===== src/rtl/bcd_sub_pkg.sv =====
// Shared definitions for the packed-decimal subtract/negate unit.
// Assumes flag vectors are ordered {X,N,Z,V,C} from MSB to LSB.
package bcd_sub_pkg;
    localparam int FLAG_W = 5;
    localparam int FLG_X  = 4;
    localparam int FLG_N  = 3;
    localparam int FLG_Z  = 2;
    localparam int FLG_V  = 1;
    localparam int FLG_C  = 0;

    typedef enum logic [1:0] {
        OPK_NONE = 2'd0,
        OPK_SUB  = 2'd1,
        OPK_NEG  = 2'd2
    } op_kind_e;
endpackage


===== src/rtl/bcd_op_decode.sv =====
// Classifies an operation word as decimal subtract, decimal negate, or none.
// Assumes the two match patterns never overlap; subtract is checked first.
module bcd_op_decode
    import bcd_sub_pkg::*;
#(
    parameter int            OPC_W    = 16,
    parameter logic [15:0]   SUB_MASK = 16'hF1F0,
    parameter logic [15:0]   SUB_PAT  = 16'h8100,
    parameter logic [15:0]   NEG_MASK = 16'hFFC0,
    parameter logic [15:0]   NEG_PAT  = 16'h4800
) (
    input  logic [OPC_W-1:0] opcode,
    output op_kind_e         kind
);
    localparam logic [OPC_W-1:0] SM = OPC_W'(SUB_MASK);
    localparam logic [OPC_W-1:0] SP = OPC_W'(SUB_PAT);
    localparam logic [OPC_W-1:0] NM = OPC_W'(NEG_MASK);
    localparam logic [OPC_W-1:0] NP = OPC_W'(NEG_PAT);

    // Pattern match on masked operation word.
    always_comb begin
        if ((opcode & SM) == SP)      kind = OPK_SUB;
        else if ((opcode & NM) == NP) kind = OPK_NEG;
        else                          kind = OPK_NONE;
    end
endmodule


===== src/rtl/bcd_sub_core.sv =====
// Two-digit packed-decimal subtractor with borrow in/out and binary overflow.
// Works digit by digit in a wrapping word two bits wider than the byte, so a
// negative intermediate appears as a large unsigned value and is corrected by
// the same compare as an out-of-range one. Assumes operands hold digits 0..9.
module bcd_sub_core #(
    parameter int NIB = 4
) (
    input  logic [2*NIB-1:0] minuend,
    input  logic [2*NIB-1:0] subtrahend,
    input  logic             borrow_in,
    output logic [2*NIB-1:0] diff,
    output logic             borrow_out,
    output logic             ovf
);
    localparam int BYTE   = 2 * NIB;
    localparam int WIDE   = BYTE + 2;
    localparam int GAP    = (1 << NIB) - 10;
    localparam int DMAX   = 9;
    localparam int BMAX   = (DMAX << NIB) | DMAX;

    logic [WIDE-1:0] lo_raw, lo_fix, hi_m, hi_s, sum_raw, sum_fix;

    // Low digit difference with borrow, then digit correction.
    always_comb begin
        lo_raw = WIDE'(minuend[NIB-1:0]) - WIDE'(subtrahend[NIB-1:0])
               - WIDE'(borrow_in);
        lo_fix = (lo_raw > WIDE'(DMAX)) ? lo_raw - WIDE'(GAP) : lo_raw;
    end

    // Fold in high digits and correct the whole byte.
    always_comb begin
        hi_m    = WIDE'({minuend[BYTE-1:NIB], {NIB{1'b0}}});
        hi_s    = WIDE'({subtrahend[BYTE-1:NIB], {NIB{1'b0}}});
        sum_raw = lo_fix + hi_m - hi_s;
        sum_fix = (sum_raw > WIDE'(BMAX)) ? sum_raw - WIDE'(GAP << NIB) : sum_raw;
    end

    // Outputs: byte, borrow from bits above the byte, binary overflow.
    always_comb begin
        diff       = sum_fix[BYTE-1:0];
        borrow_out = |sum_fix[WIDE-1:BYTE];
        ovf        = (minuend[BYTE-1] ^ subtrahend[BYTE-1])
                   & (diff[BYTE-1] ^ minuend[BYTE-1]);
    end
endmodule


===== src/rtl/bcd_sub_unit.sv =====
// Top: decodes the operation word, routes operands for subtract or negate,
// and registers the result, flags and a one-cycle done pulse.
// Assumes synchronous active-low reset and flags ordered {X,N,Z,V,C}.
module bcd_sub_unit
    import bcd_sub_pkg::*;
#(
    parameter int          OPC_W    = 16,
    parameter int          NIB      = 4,
    parameter logic [15:0] SUB_MASK = 16'hF1F0,
    parameter logic [15:0] SUB_PAT  = 16'h8100,
    parameter logic [15:0] NEG_MASK = 16'hFFC0,
    parameter logic [15:0] NEG_PAT  = 16'h4800
) (
    input  logic               clk,
    input  logic               rst_n,
    input  logic               start,
    input  logic [OPC_W-1:0]   opcode,
    input  logic [2*NIB-1:0]   src_byte,
    input  logic [2*NIB-1:0]   dst_byte,
    input  logic [FLAG_W-1:0]  flags_in,
    output logic [2*NIB-1:0]   result,
    output logic [FLAG_W-1:0]  flags_out,
    output logic               done
);
    localparam int BYTE = 2 * NIB;

    op_kind_e          kind;
    logic [BYTE-1:0]   op_m, op_s, diff;
    logic              borrow, ovf;
    logic [FLAG_W-1:0] flags_nx;

    bcd_op_decode #(
        .OPC_W(OPC_W), .SUB_MASK(SUB_MASK), .SUB_PAT(SUB_PAT),
        .NEG_MASK(NEG_MASK), .NEG_PAT(NEG_PAT)
    ) u_dec (
        .opcode(opcode),
        .kind  (kind)
    );

    // Negate forces a zero minuend and takes dst_byte as subtrahend.
    always_comb begin
        op_m = (kind == OPK_NEG) ? '0 : dst_byte;
        op_s = (kind == OPK_NEG) ? dst_byte : src_byte;
    end

    bcd_sub_core #(.NIB(NIB)) u_core (
        .minuend   (op_m),
        .subtrahend(op_s),
        .borrow_in (flags_in[FLG_X]),
        .diff      (diff),
        .borrow_out(borrow),
        .ovf       (ovf)
    );

    // Next flag set: borrow into X and C, sticky zero.
    always_comb begin
        flags_nx        = '0;
        flags_nx[FLG_X] = borrow;
        flags_nx[FLG_C] = borrow;
        flags_nx[FLG_N] = diff[BYTE-1];
        flags_nx[FLG_Z] = flags_in[FLG_Z] & (diff == '0);
        flags_nx[FLG_V] = ovf;
    end

    // Output registers: load on a decoded start, pulse done once.
    always_ff @(posedge clk) begin
        if (!rst_n) begin
            result    <= '0;
            flags_out <= '0;
            done      <= 1'b0;
        end else begin
            done <= 1'b0;
            if (start && (kind != OPK_NONE)) begin
                result    <= diff;
                flags_out <= flags_nx;
                done      <= 1'b1;
            end
        end
    end
endmodule


===== config.mk =====
export PLATFORM = sky130hd
export DESIGN_NAME = bcd_sub_unit
export DESIGN_NICKNAME = d
export VERILOG_FILES = /design/src/rtl/bcd_sub_pkg.sv /design/src/rtl/bcd_op_decode.sv /design/src/rtl/bcd_sub_core.sv /design/src/rtl/bcd_sub_unit.sv
export SDC_FILE = /design/constraint.sdc
export NUM_CORES = 1
export LEC_CHECK = 0
export BUFFER_PORTS_ARGS = -buffer_cell sky130_fd_sc_hd__buf_4
export CORE_MARGIN = 2
export CORE_UTILIZATION = 30
export CTS_CLUSTER_DIAMETER = 200
export DETAILED_ROUTE_END_ITERATION = 7
export RECOVER_POWER = 25
export SLEW_MARGIN = 20
export SYNTH_ARGS = -nofsm -noshare
export SYNTH_HDL_FRONTEND = slang
export SYNTH_SLANG_ARGS = --single-unit

===== constraint.sdc =====
create_clock -name clk -period 9.94 [get_ports clk]
set_input_delay 2.485 -clock clk [delete_from_list [all_inputs] [get_ports clk]]
set_output_delay 2.485 -clock clk [all_outputs]
set_load 0.01 [all_outputs]

Word-level counts from Yosys, hierarchy flattened
Cells that the tools add are included.

Flip-flop bits (word level): 14. Bits in latches: 0. Bits in writable memories: 0. ROM bits: 0. Input bits: 40. Output and inout bits: 14. Word-level logic and storage cells: 29. Memories kept: 0.

Add/sub/neg operators: 6. Multipliers: 0. Divide/modulo/power cells: 0. Order comparisons: 2. Equal/unequal tests: 3. Shifts and indexed selects: 0. Multiplexer cells: 7. Bitwise gates (word level): 4. Reductions and logical operators: 4.

Operator list (number): $mux W10 (2); $mux W8 (2); $add A10 B8 Y10 (1); $eq A10 B9 Y1 const B (1); $gt A10 B4 Y1 const B (1); $gt A10 B8 Y1 const B (1); $sub A10 B1 Y10 (1); $sub A10 B3 Y10 const B (1); $sub A10 B7 Y10 const B (1); $sub A10 B8 Y10 (1); $eq A9 B9 Y1 const B (1); $logic_not A8 Y1 (1); $sub A4 B4 Y5 (1); $mux W2 (2); $and A1 B1 Y1 (2); $eq A2 B2 Y1 const B (1); $reduce_bool A2 Y1 (1); $reduce_or A2 Y1 (1); $xor A1 B1 Y1 (2); $logic_and A1 B1 Y1 (1); $mux W1 (1).

Depth between registers and ports, before layout
Word-level depth: 15. Depth in mapped cells: 32. Depth with buffers taken out: 30.

Hierarchy
A second synthesis with hierarchy kept.

Cell total of the unflattened synthesis: 268. Area total of the unflattened synthesis: 2040.7 um^2.

By module, submodules not included: bcd_sub_core (times used 1, cells an instance 188, area each 1341.3 um^2); bcd_sub_unit (times used 1, cells an instance 75, area each 651.9 um^2); bcd_op_decode (times used 1, cells an instance 5, area each 47.5 um^2).

Least setup slack after synthesis
No wires, ideal clock.

Kind: input port to flip-flop. Start: input opcode[8]. End: register flags_out[1]. Setup time: 0.068 ns. Arrival: 8.673 ns. Data required time: 9.872 ns. Path slack: 1.200 ns. Cell stages on the path: 29. Cell sequence: or4b_1 nor3b_1 nand2_1 clkbuf_1 and2_1 ha_1 o2bb2ai_2 xor2_1 nand3_1 ha_1 nand2b_1 a21oi_1 o21ai_1 nand2_1 nor2_1 a21oi_1 a31o_2 fa_1 inv_1 ha_1 clkbuf_1 nor2_1 a21oi_1 a31oi_1 xnor2_1 and4bb_1 o22ai_2 mux2_4 o21ai_2.

Longest elaborated chain between the ends: 15.

Ends and longest elaborated chain: start, declared (line bcd_sub_unit.sv:17) `input logic [OPC_W-1:0] opcode,`; $eq A10 B9 Y1 (line bcd_op_decode.sv:23) `else if ((opcode & NM) == NP) kind = OPK_NEG;`; $mux W2 (line bcd_op_decode.sv:23); $mux W2 (*) (line bcd_op_decode.sv:22) `if ((opcode & SM) == SP) kind = OPK_SUB;`; $eq A2 B2 Y1 (line bcd_sub_unit.sv:42, bcd_sub_unit.sv:43); $mux W8 (on tied branches) (line bcd_sub_unit.sv:42, bcd_sub_unit.sv:43); $sub A4 B4 Y5 (line bcd_sub_core.sv:25) `lo_raw = WIDE'(minuend[NIB-1:0]) - WIDE'(subtrahend[NIB-1:0])`; $sub A10 B1 Y10 (line bcd_sub_core.sv:26) `- WIDE'(borrow_in);`; $sub A10 B3 Y10 / $gt A10 B4 Y1 (equally long branches) (line bcd_sub_core.sv:27) `lo_fix = (lo_raw > WIDE'(DMAX)) ? lo_raw - WIDE'(GAP) : lo_raw;`; $mux W10 (line bcd_sub_core.sv:27); $add A10 B8 Y10 (line bcd_sub_core.sv:34) `sum_raw = lo_fix + hi_m - hi_s;`; $sub A10 B8 Y10 (line bcd_sub_core.sv:34); $sub A10 B7 Y10 / $gt A10 B8 Y1 (equally long branches) (line bcd_sub_core.sv:35) `sum_fix = (sum_raw > WIDE'(BMAX)) ? sum_raw - WIDE'(GAP << NIB) : sum_raw;`; $mux W10 (line bcd_sub_core.sv:35); $xor A1 B1 Y1 (line bcd_sub_core.sv:43) `& (diff[BYTE-1] ^ minuend[BYTE-1]);`; $and A1 B1 Y1 (line bcd_sub_core.sv:43); end signal, assigned (line bcd_sub_unit.sv:75) `flags_out <= flags_nx;`; end, declared (line bcd_sub_unit.sv:22) `output logic [FLAG_W-1:0] flags_out,`.

Every way passes the cells marked *; elsewhere a longest branch is shown, timed or not. A chain may end at the register's enable or synchronous reset.

Worst setup path in the final report
Same ends and word-level chain as after synthesis.

==> flow_summary.json <==
{
  "outcome": "completed",
  "async_reset_ff_share_pct": 0,
  "power.density_cell_area_nw_per_um2": 245.3,
  "core_sq_um": 5991,
  "total_power_mw": 0.5771,
  "fill_cells": 644,
  "synth_ff_type": "dfxtp_1",
  "avgSynthCellArea_sq_um": 7.819,
  "gp_congestion": 0.8730,
  "startpoint_type": "input pin",
  "pwr-share-comb_pct": 82.5,
  "dieHeight_um": 83.25,
  "io-pin-count": 54,
  "post_cts_resized": 0,
  "clk_root_buffer_cell": "clkbuf_8",
  "rows": 28,
  "fin_cells": 362,
  "firstDrtPassIters": 4,
  "finalInstanceArea_sq_um": 2352,
  "power.switching_fraction_pct": 49.97,
  "required_ps": 10120,
  "period_needed_ps": 9104,
  "die_area_sq_um": 6931,
  "cp_slowest_stage_delay_ps": 520,
  "relSlewSlack_pct": 61.74,
  "post-place-ws_ps": 609.1,
  "setup-tns-final_ps": 0,
  "drv_slew": 0,
  "netlist.top_cell.by_area": "dfxtp_1",
  "hold_violations": 0,
  "hold_buffers": 0,
  "skew_ps": 0,
  "path_max_fanout": 15,
  "detailed_place_hpwl_um": 3893,
  "grt_max_degree": 19,
  "rsz0062_at_grt": "false",
  "dp_cells": 358,
  "worst_path_max_delay_cell": "or4b_1",
  "antenna_cells": 0,
  "syn-num-nets": 303,
  "post-route-drc-count": 0,
  "cts_setup_buffers": 0,
  "fmax_mhz": 109.8,
  "crit_arrival_ps": 9280,
  "fp.dieW_um": 83.25,
  "p_sw_mw": 0.2884,
  "worst_pin_slew_ps": 570.1,
  "portBuffers": 46,
  "netlist_top_cells_count": "nand2_1, nor2_1, ha_1, inv_1, dfxtp_1",
  "grt_pass1_wl_um": 8045,
  "grt_pass1_vias": 1755,
  "overflow": 0,
  "synth_seq_area_share_pct": 12.75,
  "drt-initial-drc-count": 37,
  "synth_warnings": 0,
  "clock-sinks": 12,
  "synth_edf_count": 0,
  "num_vias": 1822,
  "endpoint_kind": "flop",
  "synth_seq_cells": 12,
  "synthDistinctLibCells": 65,
  "drive_gt1_share_pct": 23.69,
  "nNetsFinal": 350,
  "numCtsBuffers": 3,
  "avgRoutedWirePerCell_um": 12.93,
  "final_min_period_over_clock_period_pct": 91.59,
  "internal-power_mw": 0.2888,
  "power_frac_clock_pct": 9.1,
  "synthTopCellsByArea": "dfxtp_1, ha_1, fa_1",
  "p_leak_nw": 1.104,
  "initial_core_util_pct": 31.45,
  "seq_power_share_pct": 8.4,
  "worstHoldPathType": "flop to flop",
  "worst-setup-path-type": "input pin to flop",
  "rr_startpoint": "flags_out[0]$_SDFFE_PN0P_",
  "htree_levels": 1,
  "antenna_found_initial": 0,
  "synth_top_area_share_pct": 12.75,
  "peakVddDrop_uv": 156.4,
  "clk_pin_slew_ps": 50,
  "maxCapViolCount": 0,
  "place_area_sq_um": 2320,
  "clockBufferDepth": 2,
  "ant_nets": 0,
  "syn_area_sq_um": 1884,
  "fin_util_pct": 39.26,
  "wl_um": 4682,
  "setup.worst_path.start": "opcode[8]",
  "synthCells": 241,
  "setup_ws_ps": 836.0,
  "setup_viol": 0,
  "grt_util_all_layers_pct": 13.36,
  "syn_to_final_growth_pct": 24.83,
  "cts_tree": "built",
  "vias_per_cell": 5.033,
  "hold-worst-slack_ps": 467.9,
  "hold_start": "flags_out[1]$_SDFFE_PN0P_",
  "clk_latency_ps": 230
}
## critical path: cells and delay by family
family	cells	cell delay (ps)
xor+xnor	1	310
compound gates	10	1600
simple gates	9	2090
mux	2	540
buf+inv	4	470
fa+ha+maj	4	1780
## cell type report
cell class	instances	area, sq um	area share (%)
multi-input cells	205	1546	65.74
repair buffers	51	360.3	15.32
inverters	15	56.30	2.394
clock buffers	4	55.05	2.340
flip-flops and latches	12	240.2	10.21
well taps	75	93.84	3.989
## power groups by stage
stage	sequential, mW	clock [mW]	combinational [mW]
after floorplan	0.0494	0	0.366
after global placement	0.0493	0	0.471
after detailed placement	0.0493	0	0.472
after CTS	0.0483	0.0543	0.475
after global routing	0.0482	0.0583	0.530
final	0.0483	0.0525	0.476
## cells in the final DEF, fill, tap and decap left out, types with 6 or more instances in the layout
master / Yosys / final
nor2_1: 25 / 25
dfxtp_1: 12 / 12
clkbuf_1: 7 / 6
xnor2_1: 6 / 6
nand2_1: 25 / 25
mux2i_1: 8 / 8
buf_4: 2 / 45
inv_1: 15 / 15
xor2_1: 6 / 6
o21ai_0: 8 / 8
nor3_1: 7 / 7
ha_1: 17 / 17
a21oi_1: 10 / 10
and2_1: 8 / 8
## layer usage
| metal | part of all wire, % | global-route usage [%] | routed length [um] | vias up |
|---|---|---|---|---|
| met3 | 2.8 | 2.187 | 130 | 2 |
| met5 | 0 | 0 | 0 | - |
| met2 | 48 | 22.80 | 2249 | 30 |
| met1 | 49 | 18.47 | 2297 | 833 |
| li1 | - | - | - | 957 |
| met4 | 0.11 | 0.8942 | 5 | 0 |
## final timing paths
kind | slack, ps | cells past startpoint | endpoint
min | 470 | 2 | flags_out[1]$_SDFFE_PN0P_
max | 840 | 30 | flags_out[1]$_SDFFE_PN0P_
min reg2reg | 470 | 2 | flags_out[1]$_SDFFE_PN0P_
max reg2reg | 9280 | 2 | flags_out[0]$_SDFFE_PN0P_
## sequential cells by signal, summed over array words and instances (netlist names)
name / cells
done: 1
result: 7
flags_out: 4
## cells by family after synthesis
group           synth area share, %
compound gates                23.64
xor+xnor                      7.703
fa+ha+maj                     16.60
buf+inv                       5.179
flops                         12.75
mux                           7.437
simple gates                  26.69
No activity file was read; power rests on OpenSTA's default activity.
